File: config.mk
export PLATFORM = sky130hd
export DESIGN_NAME = usr_shift_reg
export DESIGN_NICKNAME = d
export VERILOG_FILES = /design/src/rtl/usr_pkg.sv /design/src/rtl/usr_next_state.sv /design/src/rtl/usr_port_ctrl.sv /design/src/rtl/usr_shift_reg.sv
export SDC_FILE = /design/constraint.sdc
export NUM_CORES = 1
export LEC_CHECK = 0
export BUFFER_PORTS_ARGS = -buffer_cell sky130_fd_sc_hd__buf_2
export CAP_MARGIN = 20
export CORE_AREA = 2 2 39 41
export CTS_BUF_LIST = sky130_fd_sc_hd__clkbuf_4 sky130_fd_sc_hd__clkbuf_8
export DETAILED_ROUTE_END_ITERATION = 8
export DIE_AREA = 0 0 41 43
export PLACE_DENSITY = 0.64
export SLEW_MARGIN = 40
export SYNTH_ARGS = -nofsm -noshare
export SYNTH_HDL_FRONTEND = slang
export SYNTH_SLANG_ARGS = --single-unit
export TNS_END_PERCENT = 100
File: constraint.sdc
create_clock -name clk -period 1.1 [get_ports clk]
set_input_delay 0.33 -clock clk [delete_from_list [all_inputs] [get_ports clk]]
set_output_delay 0.33 -clock clk [all_outputs]
set_load 0.02 [all_outputs]
File: src/rtl/usr_pkg.sv
package usr_pkg;

    typedef enum logic [1:0] {
        MODE_KEEP  = 2'b00,
        MODE_RIGHT = 2'b01,
        MODE_LEFT  = 2'b10,
        MODE_LOAD  = 2'b11
    } mode_e;

    // Port may be driven only outside capture and with both disables low
    function automatic logic port_may_drive(mode_e m, logic dis_a, logic dis_b);
        return (m != MODE_LOAD) && !dis_a && !dis_b;
    endfunction

endpackage

File: src/rtl/usr_next_state.sv
module usr_next_state
    import usr_pkg::*;
#(
    parameter int WIDTH = 8
) (
    input  logic [WIDTH-1:0] cur,
    input  mode_e            mode,
    input  logic             clr_n,
    input  logic             ser_r,
    input  logic             ser_l,
    input  logic [WIDTH-1:0] par_in,
    output logic [WIDTH-1:0] nxt
);

    localparam int TOP = WIDTH - 1;

    logic [WIDTH-1:0] up_shift;
    logic [WIDTH-1:0] down_shift;

    // Bit 0 is the low end; shifting toward the high end enters at bit 0
    assign up_shift   = {cur[TOP-1:0], ser_r};
    assign down_shift = {ser_l, cur[TOP:1]};

    always_comb begin
        if (!clr_n) begin
            nxt = '0;
        end else begin
            unique case (mode)
                MODE_KEEP:  nxt = cur;
                MODE_RIGHT: nxt = up_shift;
                MODE_LEFT:  nxt = down_shift;
                MODE_LOAD:  nxt = par_in;
                default:    nxt = cur;
            endcase
        end
    end

endmodule

File: src/rtl/usr_port_ctrl.sv
module usr_port_ctrl
    import usr_pkg::*;
(
    input  mode_e mode,
    input  logic  dis_a,
    input  logic  dis_b,
    output logic  drive
);

    assign drive = port_may_drive(mode, dis_a, dis_b);

    // the port is released while capture is selected
    always_comb begin
        if (mode == MODE_LOAD) begin
            a_r4_release_on_load: assert (drive == 1'b0);
        end
    end

    // either disable releases the port
    always_comb begin
        if (dis_a || dis_b) begin
            a_r7_disable_release: assert (drive == 1'b0);
        end
    end

endmodule

File: src/rtl/usr_shift_reg.sv
module usr_shift_reg
    import usr_pkg::*;
#(
    parameter int WIDTH = 8
) (
    input  logic             clk,
    input  logic             clr_n,
    input  logic [1:0]       sel,
    input  logic             oe_dis_a,
    input  logic             oe_dis_b,
    input  logic             ser_r,
    input  logic             ser_l,
    input  logic [WIDTH-1:0] pin_in,
    output logic [WIDTH-1:0] pin_out,
    output logic             pin_oe,
    output logic             tap_lo,
    output logic             tap_hi
);

    localparam int TOP = WIDTH - 1;

    mode_e            mode;
    logic [WIDTH-1:0] store_q;
    logic [WIDTH-1:0] store_d;

    assign mode = mode_e'(sel);

    usr_next_state #(.WIDTH(WIDTH)) u_next (
        .cur    (store_q),
        .mode   (mode),
        .clr_n  (clr_n),
        .ser_r  (ser_r),
        .ser_l  (ser_l),
        .par_in (pin_in),
        .nxt    (store_d)
    );

    usr_port_ctrl u_port (
        .mode  (mode),
        .dis_a (oe_dis_a),
        .dis_b (oe_dis_b),
        .drive (pin_oe)
    );

    always_ff @(posedge clk) begin
        store_q <= store_d;
    end

    assign pin_out = store_q;
    assign tap_lo  = store_q[0];
    assign tap_hi  = store_q[TOP];

    // Checking starts after the first clear edge
    logic started = 1'b0;
    always_ff @(posedge clk) begin
        if (!clr_n) started <= 1'b1;
    end

    a_r1_keep: assert property (@(posedge clk) disable iff (!started)
        (clr_n && sel == 2'b00) |=> $stable(pin_out));

    a_r2_shift_up: assert property (@(posedge clk) disable iff (!started)
        (clr_n && sel == 2'b01) |=> (pin_out == {$past(pin_out[TOP-1:0]), $past(ser_r)}));

    a_r3_shift_down: assert property (@(posedge clk) disable iff (!started)
        (clr_n && sel == 2'b10) |=> (pin_out == {$past(ser_l), $past(pin_out[TOP:1])}));

    a_r4_capture: assert property (@(posedge clk) disable iff (!started)
        (clr_n && sel == 2'b11) |=> (pin_out == $past(pin_in)));

    // clear wins over any select
    a_r5_clear: assert property (@(posedge clk)
        (!clr_n) |=> (pin_out == '0 && !tap_lo && !tap_hi));

endmodule

[Word level (Yosys, flattened, before mapping)]
Cells that the tools add are included.
Storage, ports and cells
  bits in registers: 8
  input bits: 16
  word-level logic and storage cells: 11
Cells by class
  equality and inequality tests: 4
  muxes and demuxes: 1
  reductions and logical operators: 5
Operators with widths (number)
  one-hot mux 8 bit (3 select lines): 1
  == test 2 bit (second input constant): 2
  == test 2 x 1 -> 1 bit (second input constant): 1
  logical AND 1 bit: 2
  zero test 1 bit: 2
  zero test 2 bit: 1
  inequality test 2 bit (second input constant): 1

[Logic depth before layout (Yosys ltp)]
Gate-level depths: netlist (run 1).
  depth in word-level cells: 3
  depth in mapped cells: 4

[Modules after synthesis]
A second synthesis (run 1) with hierarchy kept.
Second synthesis, totals
  cells, all modules: 40
  area total of the unflattened synthesis: 442.9 µm²
Modules (own cells, without submodules)
  usr_next_state: instances 1, cells an instance 29, area an instance 255.2 µm², seq. area each 0.0 µm²
  usr_shift_reg: instances 1, cells an instance 10, area an instance 175.2 µm², seq. area each 160.2 µm²
  usr_port_ctrl: instances 1, cells an instance 1, area an instance 12.5 µm², seq. area each 0.0 µm²

[Worst setup path after synthesis (run 1)]
Ideal clock, no wire load.
  kind: input to output
  start point: input port sel[0]
  end point: output port pin_oe
  arrival time: 1180 ps
  setup slack: -410 ps
  cell stages on the path: 3
  buffers on the path: 2
  cells stage by stage: buf_6 > buf_12 > a211oi_1
On the way
  longest elaborated chain between the ends: 3
Ends and longest elaborated chain
  from (decl): line usr_shift_reg.sv:8  | input logic [1:0] sel,
  inequality test 2 bit: line usr_pkg.sv:12  | return (m != MODE_LOAD) && !dis_a && !dis_b;
  logical AND 1 bit (2 in a row): line usr_pkg.sv:12
  to (decl): line usr_shift_reg.sv:15  | output logic pin_oe,
No other way between the ends.

[Final worst setup path (run 1)]
  start point: input port sel[1]
  end point: output port pin_oe
Same word-level chain as after synthesis.

==> qor.yml, run 1 <==
cp_max_fo: 2
crit_type: "in -> out"
combinationalPowerShare_pct: 27.7
yosys.area.top_type: "dfxtp_1"
clkTransAtPathRegs_ns: 0.05
grt_pass1_vias: 377
initial_core_util_pct: 31.6
overflow: 0
largest_reg_flops: 8
routedWlPerCell_um: 11.8
nets: 90
drv_cap: 0
fp-row-count: 14
tightestPinTransition_ns: 0.319
p_sw_share_pct: 27.4
avgSynthCellArea_um2: 10.9
min-delay-path-class: "in -> reg"
clockBufferDepth: 2
antenna_found_initial: 0
max_freq_mhz: 892
cts_tree: "built"
synth_warnings: 0
pwr-share-clk_pct: 29.2
outcome: "finished, violations left"
p_int_w: 0.000549
syn_inst: 40
wirelength_mm: 1.04
slew_headroom_pct: 78.7
synth_top_cell_area_share_pct: 36.6
cpPeakStageDelay_ns: 0.22
end_kind: "output port"
cts.htree.levels: 1
pin_count: 27
vias_per_cell: 4.86
root_buffer: "clkbuf_4"
die_area_um2: 1760
drc: 0
hold_viol: 0
startpoint_type: "input pin"
fin_util_pct: 50.6
critPathArrivalTime_ns: 0.79
min_period_ns: 1.12
firstDrtPassIters: 3
insertion_delay_ns: 0.25
n_antenna_cell: 0
drv_slew: 0
cts_buffers: 3
leakagePower_nw: 0.352
die_w_um: 41
final_cell_mix: "mux2i_1 (16), buf_4 (16), buf_2 (13), o22ai_1 (8), dfxtp_2 (7)"
grt_max_degree: 10
fin_crit_sh_pct: 102
drive_gt1_share_pct: 63.9
design.core.area_um2: 1380
synth_seq_cells: 8
fin_ws_ns: -0.0212
finalSetupViolations: 1
seqPwrFrac_pct: 43.2
power.density_nw_per_um2: 1080
area_delta_synth_final_pct: 60.0
synth_cell_type_count: 10
synth.area.top_cells: "dfxtp_1 (37%), mux2i_1 (37%), o22ai_1 (11%)"
cts_hold_buf: 0
violations: "negative setup slack"
ir_drop_mv: 0.605
via_count: 428
grt_pass1_wl_mm: 1.52
switching_power_w: 0.000208
drt_iter0_markers: 3
cp_common_cell: "buf_6"
dieHeight_um: 43
cp.required_ns: 0.77
syn-num-nets: 56
hold_ws_ns: 0.366
syn_area_um2: 438
io_buffers: 26
rsz0062_at_grt: "yes"
fin_skew_ns: 0.000189
cp_cell_sequence: "buf_6 -> a211oi_4 -> buf_6"
gp_congestion: 0.707
yosysSeqAreaShare_pct: 36.6
cts.sinks: 8
critPathSlowestCell: "a211oi_4"
final_antenna_net_count: 0
grt.total_usage_pct: 13.5
## cell families after synthesis
group	Yosys count	share of synthesized area, %
buffers and inverters	5	11.4
flip-flops	8	36.6
AND/OR/NAND/NOR	2	2.29
multiplexers	16	36.6
AO/OA/AOI/OAI	9	13.1
## routing by layer
layer | GRT usage, % | wire length [µm] | share of wire (%)
met1 | 15.5 | 451 | 44
met2 | 19.4 | 504 | 49
met3 | 3.14 | 59 | 5.7
met4 | 12.0 | 19 | 1.8
met5 | 0 | 0 | 0
## metrics by stage
step	setup TNS [ns]	worst slack [ns]	cell area (µm²)	power (W)	instances
after floorplan	-0.123	-0.123	459	0.000450	40
after global placement	-0.278	-0.0705	573	0.000496	80
after detailed placement	-0.381	-0.0751	573	0.000499	80
after CTS	-0.0287	-0.0287	654	0.000748	84
after global routing	-0.0499	-0.0499	701	0.000797	88
final	-0.0212	-0.0212	701	0.000757	88
## power by group through the flow
stage          clock, W  combinational, W  sequential (W)
2_1_floorplan         0          0.000101        0.000349
3_3_place_gp          0          0.000167        0.000329
3_5_place_dp          0          0.000169        0.000330
4_1_cts        0.000229          0.000191        0.000328
5_1_grt        0.000244          0.000224        0.000329
6_report       0.000221          0.000209        0.000327
## timing repair
item / in CTS / in global routing
setup endpoints to repair: 11 / 8
buffers inserted: 1 / 4
pin swaps: 1 / 1
gates resized for setup: 23 / 5
## Yosys cell counts
| cell | n |
|---|---|
| buf_4 | 2 |
| buf_6 | 1 |
| buf_12 | 1 |
| a211oi_1 | 1 |
| o22ai_1 | 8 |
| nand2_1 | 1 |
| nand2b_1 | 1 |
| dfxtp_1 | 8 |
| mux2i_1 | 16 |
| buf_1 | 1 |
## worst max-delay path, delay by kind of cell
family          cells  cell delay, ns
buf+inv             2            0.24
compound gates      1            0.22
## final timing paths
kind                                  from          to  slack (ns)  cells after the start
worst max register to register  pin_out[2]  pin_out[3]        0.29                      3
worst min-delay path             pin_in[2]  pin_out[2]        0.37                      3
worst max-delay path                sel[1]      pin_oe       -0.02                      3
worst min register to register  pin_out[3]  pin_out[4]        0.56                      2
## area by class of cell
| type | instances | area, µm² |
|---|---|---|
| Timing Repair Buffer | 34 | 245 |
| Sequential cell | 8 | 173 |
| Tap cell | 16 | 20.0 |
| Multi-Input combinational cell | 27 | 240 |
| Clock buffer | 3 | 22.5 |
| Fill cell | 136 | 683 |
Power figures use the tool's default switching activity.
==> run 2: changes to the inputs <==
==> constraint.sdc (replaced) <==
create_clock -name clk -period 1.01 [get_ports clk]
set_input_delay 0.303 -clock clk [delete_from_list [all_inputs] [get_ports clk]]
set_output_delay 0.303 -clock clk [all_outputs]
set_load 0.02 [all_outputs]
==> run 2 against run 1 <==
Net effect:
- the run still ends with negative setup slack left
- via count grew 4.4%
- combinational power grew 24%
- die area is the same
- non-clock buffer count grew 4
- final cell count grew 4.5%
==> qor.yml, run 2 (synthesized netlist as in run 1, its figures left out) <==
outcome: "finished, violations left"
violations: "negative setup slack"
die_area_um2: 1760
grt_pass1_vias: 410
final_common_cell: "mux2i_1"
end_kind: "output port"
grt_use_met3_pct: 3.14
dp.cells: 80
cts.sinks: 8
rsz0062_at_grt: "yes"
firstDrtPassIters: 4
cts.htree.levels: 1
routedWlPerCell_um: 12.0
cts_tree: "built"
placed_area_um2: 573
die_w_um: 41
drive_gt1_share_pct: 65.8
area_delta_synth_final_pct: 73.1
finalSetupViolations: 7
cp.required_ns: 0.71
cts_buffers: 3
final_cell_mix: "mux2i_1 (16), buf_2 (13), buf_6 (12), buf_4 (12)"
min-delay-path-class: "in -> reg"
drc: 0
gp_congestion: 0.710
clkTransAtPathRegs_ns: 0.06
fp-row-count: 14
n_antenna_cell: 0
drt_iter0_markers: 2
critPathArrivalTime_ns: 0.76
fin_crit_sh_pct: 106
grt_max_degree: 10
grt_pass1_wl_mm: 1.67
via_count: 447
min_period_ns: 1.07
fin_cells: 92
grt.total_usage_pct: 14.7
tightestPinTransition_ns: 0.298
power.density_nw_per_um2: 1130
top_usage_layer: "met2"
drv_cap: 0
overflow: 0
wirelength_mm: 1.10
startpoint_type: "input pin"
fin_ws_ns: -0.0579
antenna_found_initial: 0
ff_latch_area_um2: 170
vias_per_cell: 4.86
ir_drop_mv: 0.683
grtUsageMet1_pct: 17.2
met2_usage_pct: 21.6
clockBufferDepth: 2
nets: 94
hold_viol: 0
hpwl_um: 688
dieHeight_um: 43
largest_reg_flops: 8
root_buffer: "clkbuf_4"
slew_headroom_pct: 80.1
max_freq_mhz: 936
final_antenna_net_count: 0
stdcell_area_um2: 758
pin_count: 27
cp_max_fo: 2
crit_type: "in -> out"
leakagePower_nw: 0.379
insertion_delay_ns: 0.25
design.core.area_um2: 1380
initial_core_util_pct: 31.6
fin_skew_ns: 0.00488
io_buffers: 26
nFillCells: 133
drv_slew: 0
multiInputGateArea_um2: 240
## run 2: cell types whose count changed in the layout (fill, tap and decap cells not counted), sizes merged
cell  delta
buf      +4
## run 2: path summary, 6_finish.rpt
| check | start | to | slack [ns] | cells past startpoint |
|---|---|---|---|---|
| hold / removal | ser_l | pin_out[7] | 0.33 | 3 |
| setup / recovery | sel[1] | pin_oe | -0.06 | 3 |
| setup reg to reg | pin_out[7] | pin_out[6] | 0.16 | 3 |
| hold reg to reg | pin_out[4] | pin_out[5] | 0.59 | 2 |
## run 2: timing repair
item	CTS	global route
endpoints found under the setup margin	11	11
gates resized for setup	33	2
setup buffers	8	1
pin swaps	1	1
hold buffers	0	0
## run 2: area by class of cell
class                   count  share of cell area, %
clock buffers               3                   2.97
multi-input cells          27                   31.7
repair buffers             38                   40.3
flip-flops and latches      8                   22.4
well taps                  16                   2.64
## run 2: routing by layer
metal	share of wire (%)	up-vias
met5	0	-
met4	2.7	0
met2	50	17
met1	43	206
li1	-	220
met3	4.4	4
## run 2: stage by stage
stage | setup TNS [ns] | hold slack (ns) | util, % | total power (W) | setup WS [ns]
floorplan | -0.159 | 0.492 | - | 0.000490 | -0.159
global placement | -0.797 | 0.563 | 41.4 | 0.000541 | -0.106
detailed placement | -0.882 | 0.574 | 41.4 | 0.000543 | -0.122
CTS | -0.192 | 0.334 | 53.8 | 0.000861 | -0.0638
global route | -0.358 | 0.339 | 54.8 | 0.000900 | -0.0848
finish | -0.127 | 0.335 | 54.8 | 0.000860 | -0.0579
## run 2: power breakdown
| part | switching [W] | internal, W | leakage (nW) |
|---|---|---|---|
| clock network | 0.000109 | 0.000136 | 0.0138 |
| registers | 0.0000165 | 0.000339 | 0.0688 |
| logic | 0.000112 | 0.000147 | 0.297 |
| total | 0.000238 | 0.000622 | 0.379 |
## run 2: critical path, stage by stage
cell      delay [ns]
buf_6           0.10
a211oi_4        0.22
buf_6           0.14
==> run 3: changes to the inputs <==
--- a/config.mk
+++ b/config.mk
@@ -16,4 +16,4 @@
 export SYNTH_ARGS = -nofsm -noshare
 export SYNTH_HDL_FRONTEND = slang
 export SYNTH_SLANG_ARGS = --single-unit
-export TNS_END_PERCENT = 100
+export TNS_END_PERCENT = 1
==> run 3 against run 2 <==
Net effect:
- the flow still finishes with violations (negative setup slack)
- count of clock-buffer cells in the layout stayed put
- first-iteration DRC count up 100%
- hold slack hardly changed
- non-clock buffer count down 8
- final cell count is 8.7% lower
- die area did not move
- largest cell class unchanged
==> qor.yml, run 3 (synthesized netlist as in run 1, its figures left out) <==
drt_iter0_markers: 4
grt.total_usage_pct: 13.3
critPathSlowestCell: "a211oi_4"
pin_count: 27
io_buffers: 26
critPathBufInv: 2
hold_viol: 0
cts.htree.levels: 1
crit_type: "in -> out"
fin_cells: 84
power.density_nw_per_um2: 1160
nets: 86
final_common_cell: "mux2i_1"
hpwl_um: 688
reg2reg_depth: 2
gp_congestion: 0.710
finalSetupViolations: 11
worst_path_dominant_cell_family: "buffers and inverters"
clkTransAtPathRegs_ns: 0.06
tightestPinTransition_ns: 0.299
fin_skew_ns: 0.00571
dieHeight_um: 43
cts_hold_buf: 0
critPathArrivalTime_ns: 0.76
crit_cells: 3
max_freq_mhz: 936
grt_max_degree: 10
ff_latch_area_um2: 180
cp_common_cell: "buf_6"
min-delay-path-class: "in -> reg"
holdPathStages: 3
end_kind: "output port"
fin_crit_sh_pct: 106
routedWlPerCell_um: 11.5
n_antenna_cell: 0
clockBufferDepth: 2
wirelength_um: 966
multiInputGateArea_um2: 240
dp.cells: 80
cts.sinks: 8
via_count: 422
drc: 0
antenna_found_initial: 0
outcome: "finished, violations left"
fp-row-count: 14
grt_pass1_wl_mm: 1.50
drv_cap: 0
die_w_um: 41
violations: "negative setup slack"
cp_cell_sequence: "buf_6 -> a211oi_4 -> buf_6"
startpoint_type: "input pin"
vias_per_cell: 5.02
cp_max_fo: 2
cp.required_ns: 0.71
drive_gt1_share_pct: 61.8
design.core.area_um2: 1380
pre_cts_slack_ns: -0.122
firstDrtPassIters: 2
ir_drop_mv: 0.684
leakagePower_nw: 0.338
initial_core_util_pct: 31.6
slew_headroom_pct: 80.1
rsz0062_at_grt: "yes"
min_period_ns: 1.07
final_cell_mix: "mux2i_1 (16), buf_2 (13), buf_6 (12), o22ai_1 (8)"
die_area_um2: 1760
cts_buffers: 3
root_buffer: "clkbuf_4"
insertion_delay_ns: 0.25
drv_slew: 0
nFillCells: 127
area_delta_synth_final_pct: 61.7
largest_reg_flops: 8
overflow: 0
cts_tree: "built"
cpPeakStageDelay_ns: 0.22
grt_pass1_vias: 384
fin_ws_ns: -0.0579
final_antenna_net_count: 0
-- run 3: cell types whose count changed in the layout (fill, tap and decap cells not counted), sizes merged --
| cell | change |
|---|---|
| buf | -8 |
-- run 3: through the flow --
step | total power (W) | cell area, µm² | util, % | TNS (ns) | hold slack [ns]
after detailed placement | 0.000543 | 573 | 41.4 | -0.882 | 0.574
after CTS | 0.000833 | 684 | 49.5 | -0.399 | 0.334
after global routing | 0.000866 | 708 | 51.2 | -0.546 | 0.339
after floorplan | 0.000490 | 459 | - | -0.159 | 0.492
final | 0.000824 | 708 | 51.2 | -0.290 | 0.335
after global placement | 0.000541 | 573 | 41.4 | -0.797 | 0.563
-- run 3: layer usage --
layer	global-route usage [%]	vias up	share of wire [%]
met1	15.5	195	42
met3	3.14	4	5.5
met4	12.0	0	3.3
met5	0	-	0
li1	-	206	-
met2	18.8	17	49
-- run 3: layout make-up --
type	instances	share of cell area, %
clock buffers	3	3.18
multi-input cells	27	33.9
flip-flops and latches	8	25.4
well taps	16	2.83
repair buffers	30	34.6
-- run 3: worst min-delay path: stages --
cell,delay [ns]
buf_2,0.08
mux2i_1,0.05
o22ai_1,0.11
-- run 3: final timing paths --
kind	end	slack, ns	from
max	pin_oe	-0.06	sel[1]
min	pin_out[7]	0.33	ser_l
max reg2reg	pin_out[6]	0.27	pin_out[7]
min reg2reg	pin_out[4]	0.57	pin_out[3]
-- run 3: report_power, final --
group | switching, W | total [W] | internal (W)
sequential | 0.0000227 | 0.000357 | 0.000334
combinational | 0.0000980 | 0.000223 | 0.000125
clock | 0.000108 | 0.000244 | 0.000136
-- run 3: repair_timing --
| action | in CTS | in global routing |
|---|---|---|
| setup endpoints to repair | 11 | 11 |
| buffers inserted | 1 | 0 |
| resized for setup | 31 | 8 |
| pin swaps | 1 | 1 |
| hold endpoints to repair | 0 | 0 |
